$ cat config.mk
export PLATFORM = sky130hd
export DESIGN_NAME = scl_clkgen
export DESIGN_NICKNAME = d
export VERILOG_FILES = /design/src/rtl/ckdiv_pkg.sv /design/src/rtl/ckdiv_cfg.sv /design/src/rtl/ckdiv_prescale.sv /design/src/rtl/ckdiv_sync.sv /design/src/rtl/ckdiv_phase.sv /design/src/rtl/scl_clkgen.sv
export SDC_FILE = /design/constraint.sdc
export NUM_CORES = 1
export LEC_CHECK = 0
export ABC_AREA = 1
export CAP_MARGIN = 30
export CORE_MARGIN = 10
export CORE_UTILIZATION = 50
export DETAILED_ROUTE_END_ITERATION = 12
export GPL_ROUTABILITY_DRIVEN = 0
export PLACE_DENSITY = 0.7
export SLEW_MARGIN = 5
export SYNTH_ARGS = -nofsm -noshare
export SYNTH_HDL_FRONTEND = slang
export SYNTH_SLANG_ARGS = --single-unit
export TNS_END_PERCENT = 20
$ cat constraint.sdc
create_clock -name clk -period 3.7 [get_ports clk]
set_input_delay 0.37 -clock clk [delete_from_list [all_inputs] [get_ports clk]]
set_output_delay 0.37 -clock clk [all_outputs]
set_load 0.01 [all_outputs]
$ cat src/rtl/ckdiv_pkg.sv
package ckdiv_pkg;
  typedef enum logic {PH_LOW = 1'b0, PH_HIGH = 1'b1} ph_e;
  localparam int BASE_TICKS = 20;
  localparam int STEP_TICKS = 8;
endpackage

$ cat src/rtl/ckdiv_cfg.sv
module ckdiv_cfg #(
  parameter int DIV_W    = 3,
  parameter int STR_W    = 6,
  parameter int COMP_W   = 4,
  parameter int PER_W    = 10,
  parameter int RST_DIV  = 0,
  parameter int RST_STR  = 0,
  parameter int RST_COMP = 0
) (
  input  logic                   clk,
  input  logic                   rst,
  input  logic                   we,
  input  logic [DIV_W+STR_W-1:0] wdata,
  input  logic [COMP_W-1:0]      comp_in,
  output logic [DIV_W-1:0]       div_o,
  output logic [PER_W-1:0]       low_len_o,
  output logic [PER_W-1:0]       high_len_o
);
  import ckdiv_pkg::*;

  logic [STR_W-1:0] str_w;
  logic [PER_W-1:0] per_w;
  logic [PER_W-1:0] per_rst;
  logic [PER_W-1:0] per_q;

  assign str_w   = wdata[DIV_W+STR_W-1:DIV_W];
  assign per_w   = PER_W'(BASE_TICKS) + PER_W'(STEP_TICKS) * PER_W'(str_w) + PER_W'(comp_in);
  assign per_rst = PER_W'(BASE_TICKS + STEP_TICKS * RST_STR + RST_COMP);

  always_ff @(posedge clk) begin
    if (rst) begin
      div_o <= DIV_W'(RST_DIV);
      per_q <= per_rst;
    end else if (we) begin
      div_o <= wdata[DIV_W-1:0];
      per_q <= per_w;
    end
  end

  assign high_len_o = per_q >> 1;
  assign low_len_o  = per_q - (per_q >> 1);

  // divide field taken from the low bits of the word
  a_r2_div_field: assert property (@(posedge clk) disable iff (rst)
    we |=> (div_o == $past(wdata[DIV_W-1:0])));
  // split never lets the high phase exceed the low phase
  a_r4_split_order: assert property (@(posedge clk) disable iff (rst)
    (high_len_o <= low_len_o) && (low_len_o - high_len_o <= 1));
endmodule

$ cat src/rtl/ckdiv_prescale.sv
module ckdiv_prescale #(
  parameter int DIV_W = 3
) (
  input  logic             clk,
  input  logic             rst,
  input  logic             restart,
  input  logic [DIV_W-1:0] div,
  output logic             tick_o
);
  logic [DIV_W-1:0] cnt;

  always_ff @(posedge clk) begin
    if (rst || restart) begin
      cnt    <= '0;
      tick_o <= 1'b0;
    end else if (cnt == div) begin
      cnt    <= '0;
      tick_o <= 1'b1;
    end else begin
      cnt    <= cnt + 1'b1;
      tick_o <= 1'b0;
    end
  end

  // a nonzero divide code never gives back-to-back ticks
  a_r1_tick_gap: assert property (@(posedge clk) disable iff (rst)
    (tick_o && (div != '0) && !restart) |=> !tick_o);
  // the count stays inside the divide range
  a_r1_cnt_bound: assert property (@(posedge clk) disable iff (rst)
    !restart |=> (cnt <= div));
endmodule

$ cat src/rtl/ckdiv_sync.sv
module ckdiv_sync #(
  parameter int STAGES = 2
) (
  input  logic clk,
  input  logic rst,
  input  logic d,
  output logic q
);
  generate
    if (STAGES <= 1) begin : g_one
      logic r;
      always_ff @(posedge clk) begin
        if (rst) r <= 1'b1;
        else     r <= d;
      end
      assign q = r;
    end else begin : g_chain
      logic [STAGES-1:0] sr;
      always_ff @(posedge clk) begin
        if (rst) sr <= '1;
        else     sr <= {sr[STAGES-2:0], d};
      end
      assign q = sr[STAGES-1];
    end
  endgenerate
endmodule

$ cat src/rtl/ckdiv_phase.sv
module ckdiv_phase #(
  parameter int PER_W = 10
) (
  input  logic             clk,
  input  logic             rst,
  input  logic             restart,
  input  logic             tick,
  input  logic             scl_ok,
  input  logic [PER_W-1:0] low_len,
  input  logic [PER_W-1:0] high_len,
  output logic             low_stb_o,
  output logic             high_stb_o,
  output logic             scl_hi_o
);
  import ckdiv_pkg::*;

  ph_e              phase;
  logic [PER_W-1:0] pcnt;

  always_ff @(posedge clk) begin
    if (rst) begin
      phase      <= PH_LOW;
      pcnt       <= '0;
      low_stb_o  <= 1'b0;
      high_stb_o <= 1'b0;
    end else if (restart) begin
      phase      <= PH_LOW;
      pcnt       <= '0;
      low_stb_o  <= 1'b1;
      high_stb_o <= 1'b0;
    end else begin
      low_stb_o  <= 1'b0;
      high_stb_o <= 1'b0;
      if (tick) begin
        case (phase)
          PH_LOW: begin
            if (pcnt == low_len - 1'b1) begin
              phase      <= PH_HIGH;
              pcnt       <= '0;
              high_stb_o <= 1'b1;
            end else begin
              pcnt <= pcnt + 1'b1;
            end
          end
          default: begin
            if (scl_ok) begin
              if (pcnt == high_len - 1'b1) begin
                phase     <= PH_LOW;
                pcnt      <= '0;
                low_stb_o <= 1'b1;
              end else begin
                pcnt <= pcnt + 1'b1;
              end
            end
          end
        endcase
      end
    end
  end

  assign scl_hi_o = (phase == PH_HIGH);

  // phase strobes are exclusive
  a_r5_strobe_excl: assert property (@(posedge clk) disable iff (rst)
    !(low_stb_o && high_stb_o));
  // a write starts a fresh low phase
  a_r6_restart_low: assert property (@(posedge clk) disable iff (rst)
    restart |=> (low_stb_o && !scl_hi_o));
  // a held-low line keeps the high phase alive
  a_r7_stretch_hold: assert property (@(posedge clk) disable iff (rst)
    (scl_hi_o && !scl_ok && !restart) |=> (scl_hi_o && !low_stb_o));
  // low count stays below the low length
  a_r4_low_bound: assert property (@(posedge clk) disable iff (rst)
    (!scl_hi_o && !restart) |=> (scl_hi_o || (pcnt < low_len)));
endmodule

$ cat src/rtl/scl_clkgen.sv
module scl_clkgen #(
  parameter int DIV_W       = 3,
  parameter int COMP_W      = 4,
  parameter int SYNC_STAGES = 2,
  parameter int RST_DIV     = 0,
  parameter int RST_STR     = 0,
  parameter int RST_COMP    = 0
) (
  input  logic                  clk,
  input  logic                  rst,
  input  logic                  cfg_we,
  input  logic [DIV_W+5:0]      cfg_wdata,
  input  logic [COMP_W-1:0]     cfg_comp,
  input  logic                  scl_in,
  output logic                  tick_o,
  output logic                  scl_low_stb_o,
  output logic                  scl_high_stb_o,
  output logic                  scl_hi_o
);
  localparam int STR_W   = 6;
  localparam int MAX_PER = 20 + 8 * ((1 << STR_W) - 1) + ((1 << COMP_W) - 1);
  localparam int PER_W   = $clog2(MAX_PER + 1);

  logic [DIV_W-1:0] div;
  logic [PER_W-1:0] low_len;
  logic [PER_W-1:0] high_len;
  logic             scl_ok;

  ckdiv_cfg #(
    .DIV_W(DIV_W), .STR_W(STR_W), .COMP_W(COMP_W), .PER_W(PER_W),
    .RST_DIV(RST_DIV), .RST_STR(RST_STR), .RST_COMP(RST_COMP)
  ) u_cfg (
    .clk(clk), .rst(rst), .we(cfg_we), .wdata(cfg_wdata), .comp_in(cfg_comp),
    .div_o(div), .low_len_o(low_len), .high_len_o(high_len)
  );

  ckdiv_prescale #(.DIV_W(DIV_W)) u_pre (
    .clk(clk), .rst(rst), .restart(cfg_we), .div(div), .tick_o(tick_o)
  );

  ckdiv_sync #(.STAGES(SYNC_STAGES)) u_sync (
    .clk(clk), .rst(rst), .d(scl_in), .q(scl_ok)
  );

  ckdiv_phase #(.PER_W(PER_W)) u_phase (
    .clk(clk), .rst(rst), .restart(cfg_we), .tick(tick_o), .scl_ok(scl_ok),
    .low_len(low_len), .high_len(high_len),
    .low_stb_o(scl_low_stb_o), .high_stb_o(scl_high_stb_o), .scl_hi_o(scl_hi_o)
  );
endmodule

After elaboration in Yosys (flattened, before gate mapping) --
Index checks and enable logic that the tools add are counted.
Operators by class: add/sub/neg operators 7, multiply operators 0, divide/modulo/power cells 0, order comparisons 0, equal/unequal tests 4, shift-type cells 0, multiplexer cells 14, bitwise gates (word level) 1, reduce and logical (&&, ||, !) cells 5
Operators by type and width (count):
- $mux W10 | 4
- $eq A10 B10 Y1 | 2
- $add A10 B1 Y10 const B | 1
- $add A10 B4 Y10 | 1
- $add A5 B9 Y10 const A | 1
- $mux W1 | 10
- $sub A10 B1 Y10 const B | 1
- $sub A10 B9 Y10 | 1
- $sub A9 B1 Y10 const B | 1
- $reduce_or A2 Y1 | 2
- $reduce_or A4 Y1 | 1
- $add A3 B1 Y3 const B | 1
- $eq A3 B3 Y1 | 1
- $ne A2 B2 Y1 const B | 1
- $reduce_and A2 Y1 | 1
- $logic_or A1 B1 Y1 | 1
- $not A1 Y1 | 1
Word-level totals: register bits after elaboration 32, latch bits 0, RAM bits 0, memory bits (read-only) 0, input bits 17, output and inout bits 4, word-level logic and storage cells 40, memories kept 0

Longest topological paths before layout --
Gate-level depths: netlist of the first run.
depth after elaboration 7, depth in mapped cells 17, depth with buffers taken out 16

Cells and area by module --
A second synthesis of the first run with hierarchy kept.
Unflattened totals: cell total of the unflattened synthesis 450, area total of the unflattened synthesis 2829.0 µm²
By module, submodules not included:
- ckdiv_phase | instances 1, cells each 233, area each 1412.6 µm², seq. area each 260.2 µm²
- ckdiv_cfg | instances 1, cells each 184, area each 1159.9 µm², seq. area each 260.2 µm²
- ckdiv_prescale | instances 1, cells each 26, area each 197.7 µm², seq. area each 80.1 µm²
- ckdiv_sync | instances 1, cells each 7, area each 58.8 µm², seq. area each 40.0 µm²

Worst setup path after synthesis of the first run --
Ideal clock, no wire load.
path kind register -> register, from reg u_cfg.per_q[1], to reg u_phase.pcnt[3], setup time 120 ps, arrival 2134 ps, data required time 3580 ps, setup slack 1447 ps, stages on the path, launching flop included 15, path buffers 0, period minus slack after synthesis 2253 ps, path through dfxtp_1 > inv_1 > ha_1 > fa_1 > inv_1 > nand2_1 > nand3_1 > nor2_1 > nand2_1 > nor2_1 > nand3_1 > nor2_1 > nand4_2 > nand2_1 > a21oi_1
Between the ends: longest elaborated chain between the ends 5, elaborated cells between the ends (all ways) 9, those cells by class add/sub (3); eq/ne (2); mux (4)
Ends and longest elaborated chain:
- from (decl) | line ckdiv_cfg.sv:24 | logic [PER_W-1:0] per_q;
- from (signal assigned) | line ckdiv_cfg.sv:33 | per_q <= per_rst;
- from (signal assigned) | line ckdiv_cfg.sv:36 | per_q <= per_w;
- $sub A10 B9 Y10 / $sub A9 B1 Y10 (equally long branches) | line ckdiv_cfg.sv:41, ckdiv_phase.sv:47
- $sub A10 B1 Y10 / $eq A10 B10 Y1 (equally long branches) | line ckdiv_phase.sv:37, ckdiv_phase.sv:47
- $eq A10 B10 Y1 / $mux W10 (equally long branches) | line ckdiv_phase.sv:37, ckdiv_phase.sv:47
- $mux W10, on equally long branches | line ckdiv_phase.sv:37, ckdiv_phase.sv:46
- $mux W10 * | line ckdiv_phase.sv:35 | case (phase)
- to (signal assigned) | line ckdiv_phase.sv:42 | pcnt <= pcnt + 1'b1;
- to (signal assigned) | line ckdiv_phase.sv:52 | pcnt <= pcnt + 1'b1;
- to (decl) | line ckdiv_phase.sv:18 | logic [PER_W-1:0] pcnt;
Every way passes the cells marked *; elsewhere a longest branch is shown, timed or not. The select of a mux whose other input is x is not followed. A chain may end at the register's enable or synchronous reset.

Worst setup path in the final report of the first run --
from reg u_cfg.per_q[1], to reg u_phase.pcnt[4]
The elaborated chain is that of the path after synthesis.

==> key figures, run 1 <==
STA
  – Final setup violation count: 0
  – Final hold vios: 0
  – Post-route setup TNS: 0 ns
  – Fmax: ~0.39 GHz
  – RSZ-0062 raised after global routing: false
  – Slew margin rel.: 0.606
  – Worst-Margin Slew: about 0.59 ns
  – Final period util: 0.700
  – Max Slew Vio Count: 0
  – Crit path time final: roughly 2.6 ns
  – Worst Skew: between 0.007 and 0.008 ns

Routing
  – Routed length per placed instance: approximately 12 µm
  – Final ANT Viol Nets: 0
  – Final wirelength: roughly 6600 µm
  – Vias: about 2600
  – Number of vias per cell: around 4.9
  – Initial DRC Count: between 150 and 200
  – Drt pass-1 iters: 4
  – Remaining DRCs: 0

Floorplan
  – Core area: 5440 µm²
  – Core Rows: 27
  – Die Wd: between 90 and 100 µm
  – Boundary Pins: 21
  – Starting Density: 0.508
  – Die Span Y: approximately 94 µm
  – Die area: approximately 8900 µm²

Worst setup path
  – R2R depth: 14
  – Worst R2R Start: u_cfg.per_q[1]$_SDFFE_PP0P_
  – Reg2reg end: u_phase.pcnt[4]$_SDFFE_PP0P_
  – Largest stage delay, worst path: 0.51 ns
  – Worst R2R Setup Slack: about 1.1 ns
  – CP required: just under 4 ns
  – CP Capture Type: flop
  – Crit-path cells: inv_1, ha_1, fa_1, inv_1, nand2_1, nand3_1, nor2_1, nand2_1, nor2_1, nand3_1, nor2_1, nand4_2, nand2_1, a21oi_1
  – Data arrival, critical path: around 2.8 ns
  – CP Max Fanout: 10
  – Startpoint types: flop
  – Crit-path slowest cell: fa_1
  – Critical path type: flop to flop

Yosys
  – Synth Flop Type: dfxtp_1
  – Post-Syn Instances: 439
  – Yosys top cell area share: 0.232
  – Cell with the most instances after synthesis: nand2_1
  – Synth unique cells: 38
  – Main combinational cell family by area after synthesis: simple AND/OR/NAND/NOR gates
  – Post-synth ARST share: 0
  – Post-synthesis adder-cell area fraction: 0.137
  – Syn nets: approximately 490
  – Netlist Area Pre-Place: about 2800 µm²
  – Post-synthesis sequential area ratio: 0.232
  – Number of enable flip-flop cells after synthesis: 0
  – Synth area leader: dfxtp_1
  – Synth Area in XOR/XNOR: 0.0475
  – Syn. warnings: 0
  – Complex-gate fraction of the synthesized area: 0.117
  – Post-Syn Area per Cell: ~6.3 µm²
  – Synth Area in Simple Gates: 0.349
  – Mux cell area share after synthesis: 0
  – Synth Register Bits: 32
  – Synth cell count leaders: 130 x nand2_1, 72 x inv_1, 47 x nor2_1
  – Synth area leaders: dfxtp_1 23%, nand2_1 18%, ha_1 12%

Final layout
  – Fin area: 3110 µm²
  – ANT cells: 0
  – Layout cell share with drive strength beyond 1: 0.0564
  – Synthesis-to-layout area growth: 12.4%
  – Cell Count, Final, Fillers Out: ~530
  – # fillers: 551
  – Nets: ~510

Clock tree
  – CTS root buf: clkbuf_8
  – CTS sink count: 32
  – CTS resizes: 0
  – Setup Buffers After CTS: 0
  – CTS tree: done
  – Htree depth: 2
  – Clk slew on worst S/H paths: 0.07 ns
  – Number of buffers created by CTS: 5
  – Post-CTS Hold Fix Bufs: 0
  – Clk Latency, worst-skew pair: roughly 0.29 ns
  – CTS max path bufs: 2

Placement
  – PortBufs: 20
  – Post-DP HPWL: 5320 µm
  – Placed cells: about 530
  – DP Area: 3020 µm²

Min path
  – Hold Path End: u_sync.g_chain.sr[1]$_SDFF_PP1_
  – Hold Path Class: flop to flop
  – Hold Crit Depth: 1
  – Min-delay src: u_sync.g_chain.sr[0]$_SDFF_PP1_

Global routing
  – Initial antenna violation count: 0
  – First-pass GRT wire length: around 11000 µm
  – Met1 usage: 0.204
  – Grt peak-use layer: met2
  – Gr ovfl total: 0
  – Pin count of the biggest net entering global routing: 19
  – M3 GR Usage: 0.0333
  – Met2 Use GR: 0.245
  – Vias in the first global route: roughly 2500
  – Tot GR Track Use: 0.155

Power
  – Pwr dens: 305 nW/µm²
  – Worst VDD drop: about 0.28 mV
  – Leak: 1.54 nW

Run
  – Number of max-cap violations: 0

Run status
  – Status: complete, no violations
[critical path, delay by kind of cell, from the launching register on]
family	cells	cell delay, ns
AND/OR/NAND/NOR	9	0.99
adder cells (fa/ha/maj)	2	0.75
flip-flops	1	0.50
buffers and inverters	2	0.17
AO/OA/AOI/OAI	1	0.07
[per-stage QoR]
stage	setup WS [ns]	total power [mW]	hold slack, ns	utilization
2_1_floorplan	1.45	0.603	0.389	-
3_3_place_gp	1.18	0.678	0.404	0.556
3_5_place_dp	1.12	0.682	0.400	0.556
4_1_cts	1.10	0.957	0.421	0.572
5_1_grt	0.802	1.02	0.440	0.572
6_report	1.11	0.948	0.416	0.572
[placed cells by master, fill, tap and decap left out, drive strengths merged, types with 4 or more instances in the layout]
cell type	Yosys	layout
a21oi	21	21
xnor2	7	7
clkinv	2	5
nand2	132	132
xor2	8	8
nand3	31	31
o21ai	17	17
ha	27	27
inv	74	74
clkdlybuf4s50	0	20
clkbuf	3	5
dfxtp	32	32
a22o	4	4
nor2	52	52
nand4	6	6
[state kept, by name (all words and copies together), names as in the netlist]
| register | count |
|---|---|
| u_phase.scl_hi_o | 1 |
| u_pre.tick_o | 1 |
| u_cfg.per_q | 10 |
| u_phase.high_stb_o | 1 |
| u_phase.low_stb_o | 1 |
| u_sync.g_chain.sr | 2 |
| u_cfg.div_o | 3 |
| u_phase.pcnt | 10 |
| u_pre.cnt | 3 |
[kinds of logic (layout without fill, tap and decap cells)]
family,after synthesis,after routing
adder cells (fa/ha/maj),29,29
buffers and inverters,83,105
AO/OA/AOI/OAI,53,53
AND/OR/NAND/NOR,227,227
XOR/XNOR,15,15
flip-flops,32,32
[metal layers]
| metal | part of all wire | up-vias | wire (µm) |
|---|---|---|---|
| li1 | - | 1414 | - |
| met1 | 0.50 | 1156 | 3280 |
| met2 | 0.44 | 42 | 2900 |
| met3 | 0.044 | 11 | 290 |
| met4 | 0.020 | 0 | 132 |
| met5 | 0 | - | 0 |
[where the power goes]
group | internal, mW | switching (mW)
sequential | 0.357 | 0.0126
clock | 0.131 | 0.138
combinational | 0.119 | 0.191
total | 0.607 | 0.341
[how the worst max path moves through the flow]
| stage | from | endpoint | slack, ns | depth (start not counted) |
|---|---|---|---|---|
| after floorplan | u_cfg.per_q[1]$_SDFFE_PP0P_ | u_phase.pcnt[3]$_SDFFE_PP0P_ | 1.45 | 14 |
| after global placement | u_cfg.per_q[1]$_SDFFE_PP0P_ | u_phase.pcnt[9]$_SDFFE_PP0P_ | 1.18 | 14 |
| after detailed placement | u_cfg.per_q[1]$_SDFFE_PP0P_ | u_phase.pcnt[9]$_SDFFE_PP0P_ | 1.12 | 14 |
| after CTS | u_cfg.per_q[1]$_SDFFE_PP0P_ | u_phase.pcnt[9]$_SDFFE_PP0P_ | 1.10 | 14 |
| after global routing | u_cfg.per_q[1]$_SDFFE_PP0P_ | u_phase.pcnt[5]$_SDFFE_PP0P_ | 0.80 | 14 |
| final | u_cfg.per_q[1]$_SDFFE_PP0P_ | u_phase.pcnt[4]$_SDFFE_PP0P_ | 1.11 | 14 |
[final cells by class]
| class | count | area [µm²] | share of cell area |
|---|---|---|---|
| inverters | 76 | 285 | 0.0918 |
| clock buffers | 5 | 68.8 | 0.0221 |
| well taps | 72 | 90.1 | 0.0290 |
| flip-flops and latches | 32 | 641 | 0.206 |
| repair buffers | 21 | 208 | 0.0668 |
| clock inverters | 3 | 18.8 | 0.00604 |
| multi-input cells | 324 | 1800 | 0.578 |
Power figures use the tool's default switching activity.
==> run 2: changes to the inputs <==
- PLACE_DENSITY: 0.7 -> 0.73
- clock period: 3.7 -> 2.3 ns (I/O delays scaled with it)
==> run 2 against run 1 <==
  * Via count increased by 4.0%
  * Worst hold slack improved by 0.0020 ns
  * Clock power increased by 75%
  * The flow now finishes with violations (negative setup slack)
  * Sequential power increased by 60%
  * Highest routed layer unchanged
  * Cell count increased by 2.4%
  * Non-clock buffer count increased by 12
  * Final area increased by 7.0%
  * Largest cell class unchanged
  * Worst setup slack got worse by 1.1 ns
  * Critical path type unchanged
==> key figures, run 2 (synthesis gave the netlist of run 1 again) <==
Run status
  – Status: finished, violations left
  – Failing checks: negative setup slack

Routing
  – Vias: between 2000 and 3000
  – Initial DRC Count: around 190
  – Final wirelength: 7270 µm
  – Drt pass-1 iters: 4
  – Number of vias per cell: about 5
  – Routed length per placed instance: 13.3 µm
  – Remaining DRCs: 0
  – Final ANT Viol Nets: 0

STA
  – Setup ws final: -0.0205 ns
  – Fmax: 0.431 GHz
  – Final period util: 1.01
  – Max Slew Vio Count: 0
  – Slew margin rel.: 0.757
  – Worst Skew: ~0.0034 ns
  – Crit path time final: approximately 2.3 ns
  – Final hold vios: 0
  – RSZ-0062 raised after global routing: true
  – Worst-Margin Slew: ~0.36 ns
  – Final setup violation count: 5

Final layout
  – # fillers: about 530
  – Nets: between 500 and 600
  – Most frequent cells in the layout: 122 x nand2_1, 68 x inv_1, 41 x nor2_1, 30 x dfxtp_1, 28 x nand3_1
  – Leading cell type in the layout, fill and taps excluded: nand2_1
  – ANT cells: 0
  – Layout Utilization: 0.612
  – Cell Count, Final, Fillers Out: ~550
  – Regs by FF count: u_cfg.per_q x10, u_phase.pcnt x10
  – Synthesis-to-layout area growth: 20.4%
  – Layout cell share with drive strength beyond 1: 0.135

Floorplan
  – Die Span Y: 94.4 µm
  – Die area: 8900 µm²
  – Core Rows: 27
  – Die Wd: between 90 and 100 µm
  – Starting Density: 0.508
  – Boundary Pins: 21
  – Core area: approximately 5400 µm²

Global routing
  – Vias in the first global route: 2591
  – Initial antenna violation count: 0
  – Gr ovfl total: 0
  – First-pass GRT wire length: 12200 µm
  – Tot GR Track Use: 0.167
  – Pin count of the biggest net entering global routing: 13

Clock tree
  – CTS sink count: 32
  – CTS tree: done
  – CTS root buf: clkbuf_8
  – Htree depth: 2
  – CTS max path bufs: 2
  – Clk slew on worst S/H paths: approximately 0.07 ns
  – Number of buffers created by CTS: 5
  – Post-CTS Hold Fix Bufs: 0
  – Clk Latency, worst-skew pair: 0.29 ns

Power
  – Leak: roughly 1.6 nW
  – Pwr dens: just under 500 nW/µm²
  – Worst VDD drop: ~0.4 mV

Worst setup path
  – Data arrival, critical path: approximately 2.5 ns
  – Crit-path slowest cell: fa_1
  – Largest stage delay, worst path: ~0.55 ns
  – Crit-path cells: inv_2, ha_4, fa_1, inv_1, nand2_1, nand3_2, nor2_4, nand2_1, nor2_1, nand3_1, nor2_4, nand4_4, nand2_2, a21oi_1
  – Worst R2R Setup Slack: -0.02 ns
  – Critical path type: flop to flop
  – CP required: between 2 and 2.5 ns
  – CP Max Fanout: 5
  – Startpoint types: flop
  – CP Capture Type: flop

Placement
  – Post-DP HPWL: 5720 µm
  – PortBufs: 20
  – Placed cells: approximately 540

Run
  – Number of max-cap violations: 0

Min path
  – Hold Path Class: flop to flop
==> run 2: cell count changes in the layout (fill, tap and decap cells not counted), moves of 3 or more <==
cell / before / now
inv_1: 72 / 68
nor2_4: 0 / 3
nor2_2: 5 / 8
buf_4: 1 / 13
nand2_2: 2 / 10
nand2_1: 130 / 122
nor2_1: 47 / 41
ha_1: 27 / 24
inv_2: 2 / 6
==> run 2: area by class of cell <==
class	count	area [µm²]	share of cell area
Sequential cell	32	643	0.193
Clock buffer	7	86.3	0.0259
Multi-Input combinational cell	325	1920	0.576
Inverter	76	285	0.0857
Tap cell	72	90.1	0.0271
Clock inverter	1	7.51	0.00226
Timing Repair Buffer	33	298	0.0895
==> run 2: worst paths after layout <==
path / from / to / depth (start not counted)
min reg2reg: u_sync.g_chain.sr[0]$_SDFF_PP1_ / u_sync.g_chain.sr[1]$_SDFF_PP1_ / 1
max: u_cfg.per_q[1]$_SDFFE_PP0P_ / u_phase.pcnt[5]$_SDFFE_PP0P_ / 14
min: u_sync.g_chain.sr[0]$_SDFF_PP1_ / u_sync.g_chain.sr[1]$_SDFF_PP1_ / 1
max reg2reg: u_cfg.per_q[1]$_SDFFE_PP0P_ / u_phase.pcnt[5]$_SDFFE_PP0P_ / 14
==> run 2: worst max-delay path, delay by kind of cell (launching register included) <==
| family | cells | cell delay [ns] |
|---|---|---|
| AND/OR/NAND/NOR | 9 | 1.00 |
| adder cells (fa/ha/maj) | 2 | 0.71 |
| flip-flops | 1 | 0.34 |
| buffers and inverters | 2 | 0.09 |
| AO/OA/AOI/OAI | 1 | 0.06 |
==> run 2: per-stage QoR <==
stage | TNS (ns) | hold slack [ns] | worst slack, ns | area, µm² | power [mW]
after floorplan | 0 | 0.328 | 0.0469 | 2770 | 0.970
after global placement | 0 | 0.400 | 0.0380 | 3110 | 1.10
after detailed placement | -0.120 | 0.408 | -0.0316 | 3110 | 1.12
after CTS | 0 | 0.425 | 0.00282 | 3210 | 1.59
after global routing | -2.11 | 0.430 | -0.244 | 3330 | 1.76
final | -0.0810 | 0.418 | -0.0205 | 3330 | 1.64
==> run 2: repair_timing <==
action                     in CTS  in global routing
resized for setup               1                 33
setup endpoints to repair       8                 13
hold endpoints to repair        0                  0
setup buffers                   0                  0
cloned                          0                  1
pin swaps                       0                 17
==> run 2: power breakdown <==
part | switching [mW] | total [mW] | internal [mW]
sequential | 0.0170 | 0.592 | 0.575
clock | 0.228 | 0.472 | 0.243
combinational | 0.356 | 0.577 | 0.221
total | 0.601 | 1.64 | 1.04
==> run 2: per-layer routing <==
layer  vias to the layer above  routed length [µm]  share of wire  global-route usage
met3                        13                 426          0.059              0.0309
li1                       1439                   -              -                   -
met4                         0                 176          0.024              0.0633
met2                        56                3340           0.46               0.268
met5                         -                   0              0                   0
met1                      1221                3330           0.46               0.218
==> run 3: changes to the inputs <==
- CORE_UTILIZATION: 50 -> 35
- PLACE_DENSITY: 0.73 -> default
==> run 3 against run 2 <==
  * The run now ends clean
  * Critical path depth did not move
  * Global-route usage fell by 4.4 points
  * Flip-flop and latch count did not move
  * Via count rose by 0.81%
  * First-iteration DRC count fell by 20%
  * Cell count rose by 5.9%
  * Total power fell by 1.2%
  * Register-to-register slack improved by 0.03 ns
  * Worst hold slack got worse by 0.00098 ns
  * Sequential power barely moved
  * Clock power fell by 2%
  * Non-clock buffer count rose by 2
==> key figures, run 3 (synthesis gave the netlist of run 1 again) <==
Run status
  – Status: complete, no violations

Floorplan
  – Die area: approximately 12000 µm²
  – Die Span Y: roughly 110 µm
  – Boundary Pins: 21
  – Core Rows: 32
  – Starting Density: 0.360
  – Core area: roughly 7700 µm²
  – Die Wd: between 100 and 150 µm

Final layout
  – Nets: between 500 and 600
  – Regs by FF count: u_cfg.per_q x10, u_phase.pcnt x10
  – Leading cell type in the layout, fill and taps excluded: nand2_1
  – Most frequent cells in the layout: 126 x nand2_1, 69 x inv_1, 41 x nor2_1, 31 x dfxtp_1, 27 x nand3_1
  – Area occupied by multi-input gates: 1890 µm²
  – # fillers: 835
  – Layout cell share with drive strength beyond 1: 0.122
  – FF/Latch Area: between 600 and 700 µm²
  – Synthesis-to-layout area growth: 21.4%
  – ANT cells: 0

Clock tree
  – Htree depth: 2
  – Clk slew on worst S/H paths: 0.08 ns
  – CTS root buf: clkbuf_8
  – Setup Buffers After CTS: 0
  – Clk Latency, worst-skew pair: roughly 0.29 ns
  – Number of buffers created by CTS: 5
  – Post-CTS Hold Fix Bufs: 0
  – CTS tree: done
  – CTS sink count: 32
  – CTS max path bufs: 2

Power
  – Worst VDD drop: 0.288 mV
  – Pwr dens: just under 500 nW/µm²
  – Internal Power: between 1 and 1.5 mW
  – Leak: about 1.6 nW
  – Clock network power share: 0.286
  – Sw Share: 0.362
  – Gate power share: 0.351
  – Net switching power: between 0.5 and 0.6 mW
  – Tot Pwr: 1.62 mW
  – Flop pwr share: 0.364

Min path
  – Hold Path Class: flop to flop

Worst setup path
  – Startpoint types: flop
  – Critical path type: flop to flop
  – CP Max Fanout: 5
  – CP Capture Type: flop
  – Data arrival, critical path: 2.48 ns
  – CP required: roughly 2.5 ns

Routing
  – Routed length per placed instance: around 12 µm
  – Remaining DRCs: 0
  – Drt pass-1 iters: 5
  – Vias: 2751
  – Final wirelength: between 7000 and 8000 µm
  – Initial DRC Count: roughly 150
  – Number of vias per cell: between 4 and 5
  – Final ANT Viol Nets: 0

STA
  – Final period util: 0.996
  – Worst Skew: about 0.009 ns
  – RSZ-0062 raised after global routing: true
  – Fmax: between 0.4 and 0.5 GHz
  – Max Slew Vio Count: 0
  – Worst-Margin Slew: roughly 0.38 ns
  – Final setup violation count: 0
  – Setup ws final: approximately 0.0084 ns
  – Final hold vios: 0
  – Crit path time final: 2.29 ns
  – Slew margin rel.: 0.745

Global routing
  – Vias in the first global route: 2596
  – Initial antenna violation count: 0
  – First-pass GRT wire length: 11800 µm
  – Gr ovfl total: 0
  – Tot GR Track Use: 0.123
  – Pin count of the biggest net entering global routing: 13

Run
  – Number of max-cap violations: 0

Placement
  – Pre-CTS setup slack: -0.0386 ns
  – Post-DP HPWL: around 5600 µm
  – PortBufs: 20
==> run 3: cell count changes in the layout (fill, tap and decap cells not counted), moves of 2 or more <==
| cell | before | now |
|---|---|---|
| ha_1 | 24 | 26 |
| nand2_1 | 122 | 126 |
| nand2_2 | 10 | 6 |
| buf_4 | 13 | 15 |
==> run 3: per-layer routing <==
layer  vias to the layer above  track usage  wire (µm)
li1                       1452            -          -
met1                      1255        0.146       3200
met2                        36        0.217       3530
met3                         8       0.0283        281
met4                         0       0.0367        104
met5                         -            0          0
==> run 3: final timing paths <==
check,start,endpoint,slack [ns],cells past startpoint
max reg2reg,u_cfg.per_q[1]$_SDFFE_PP0P_,u_phase.pcnt[6]$_SDFFE_PP0P_,0.008,14
min reg2reg,u_sync.g_chain.sr[0]$_SDFF_PP1_,u_sync.g_chain.sr[1]$_SDFF_PP1_,0.42,1
min,u_sync.g_chain.sr[0]$_SDFF_PP1_,u_sync.g_chain.sr[1]$_SDFF_PP1_,0.42,1
max,u_cfg.per_q[1]$_SDFFE_PP0P_,u_phase.pcnt[6]$_SDFFE_PP0P_,0.008,14
==> run 3: timing repair <==
item / in CTS / in global routing
gates resized for setup: 1 / 24
setup endpoints to repair: 8 / 12
pin swaps: 0 / 14
gates cloned: 0 / 1
==> run 3: critical path: stages, from the launching register on <==
cell,delay [ns]
dfxtp_2,0.33
inv_2,0.05
ha_4,0.16
fa_1,0.55
inv_1,0.04
nand2_1,0.06
nand3_2,0.08
nor2_4,0.11
nand2_1,0.06
nor2_1,0.10
nand3_1,0.13
nor2_4,0.19
nand4_4,0.16
nand2_2,0.11
a21oi_1,0.05
==> run 3: area by class of cell <==
cell class / count / area share
well taps: 102 / 0.0380
repair buffers: 35 / 0.0932
clock buffers: 7 / 0.0257
clock inverters: 1 / 0.00224
flip-flops and latches: 32 / 0.191
multi-input cells: 325 / 0.565
inverters: 76 / 0.0850
==> run 3: power by group through the flow <==
stage	clock (mW)	combinational, mW	sequential [mW]
4_1_cts	0.482	0.525	0.588
3_3_place_gp	0	0.510	0.601
3_5_place_dp	0	0.515	0.602
2_1_floorplan	0	0.368	0.602
6_report	0.463	0.569	0.589
5_1_grt	0.505	0.648	0.592
==> run 3: per-stage QoR <==
step / setup TNS [ns] / util / instances / hold slack (ns) / cell area [µm²]
final: 0 / 0.437 / 578 / 0.417 / 3360
after CTS: 0 / 0.425 / 577 / 0.422 / 3270
after global placement: 0 / 0.412 / 569 / 0.393 / 3160
after floorplan: 0 / - / 439 / 0.328 / 2770
after detailed placement: -0.259 / 0.412 / 569 / 0.404 / 3160
after global routing: -1.28 / 0.437 / 578 / 0.433 / 3360
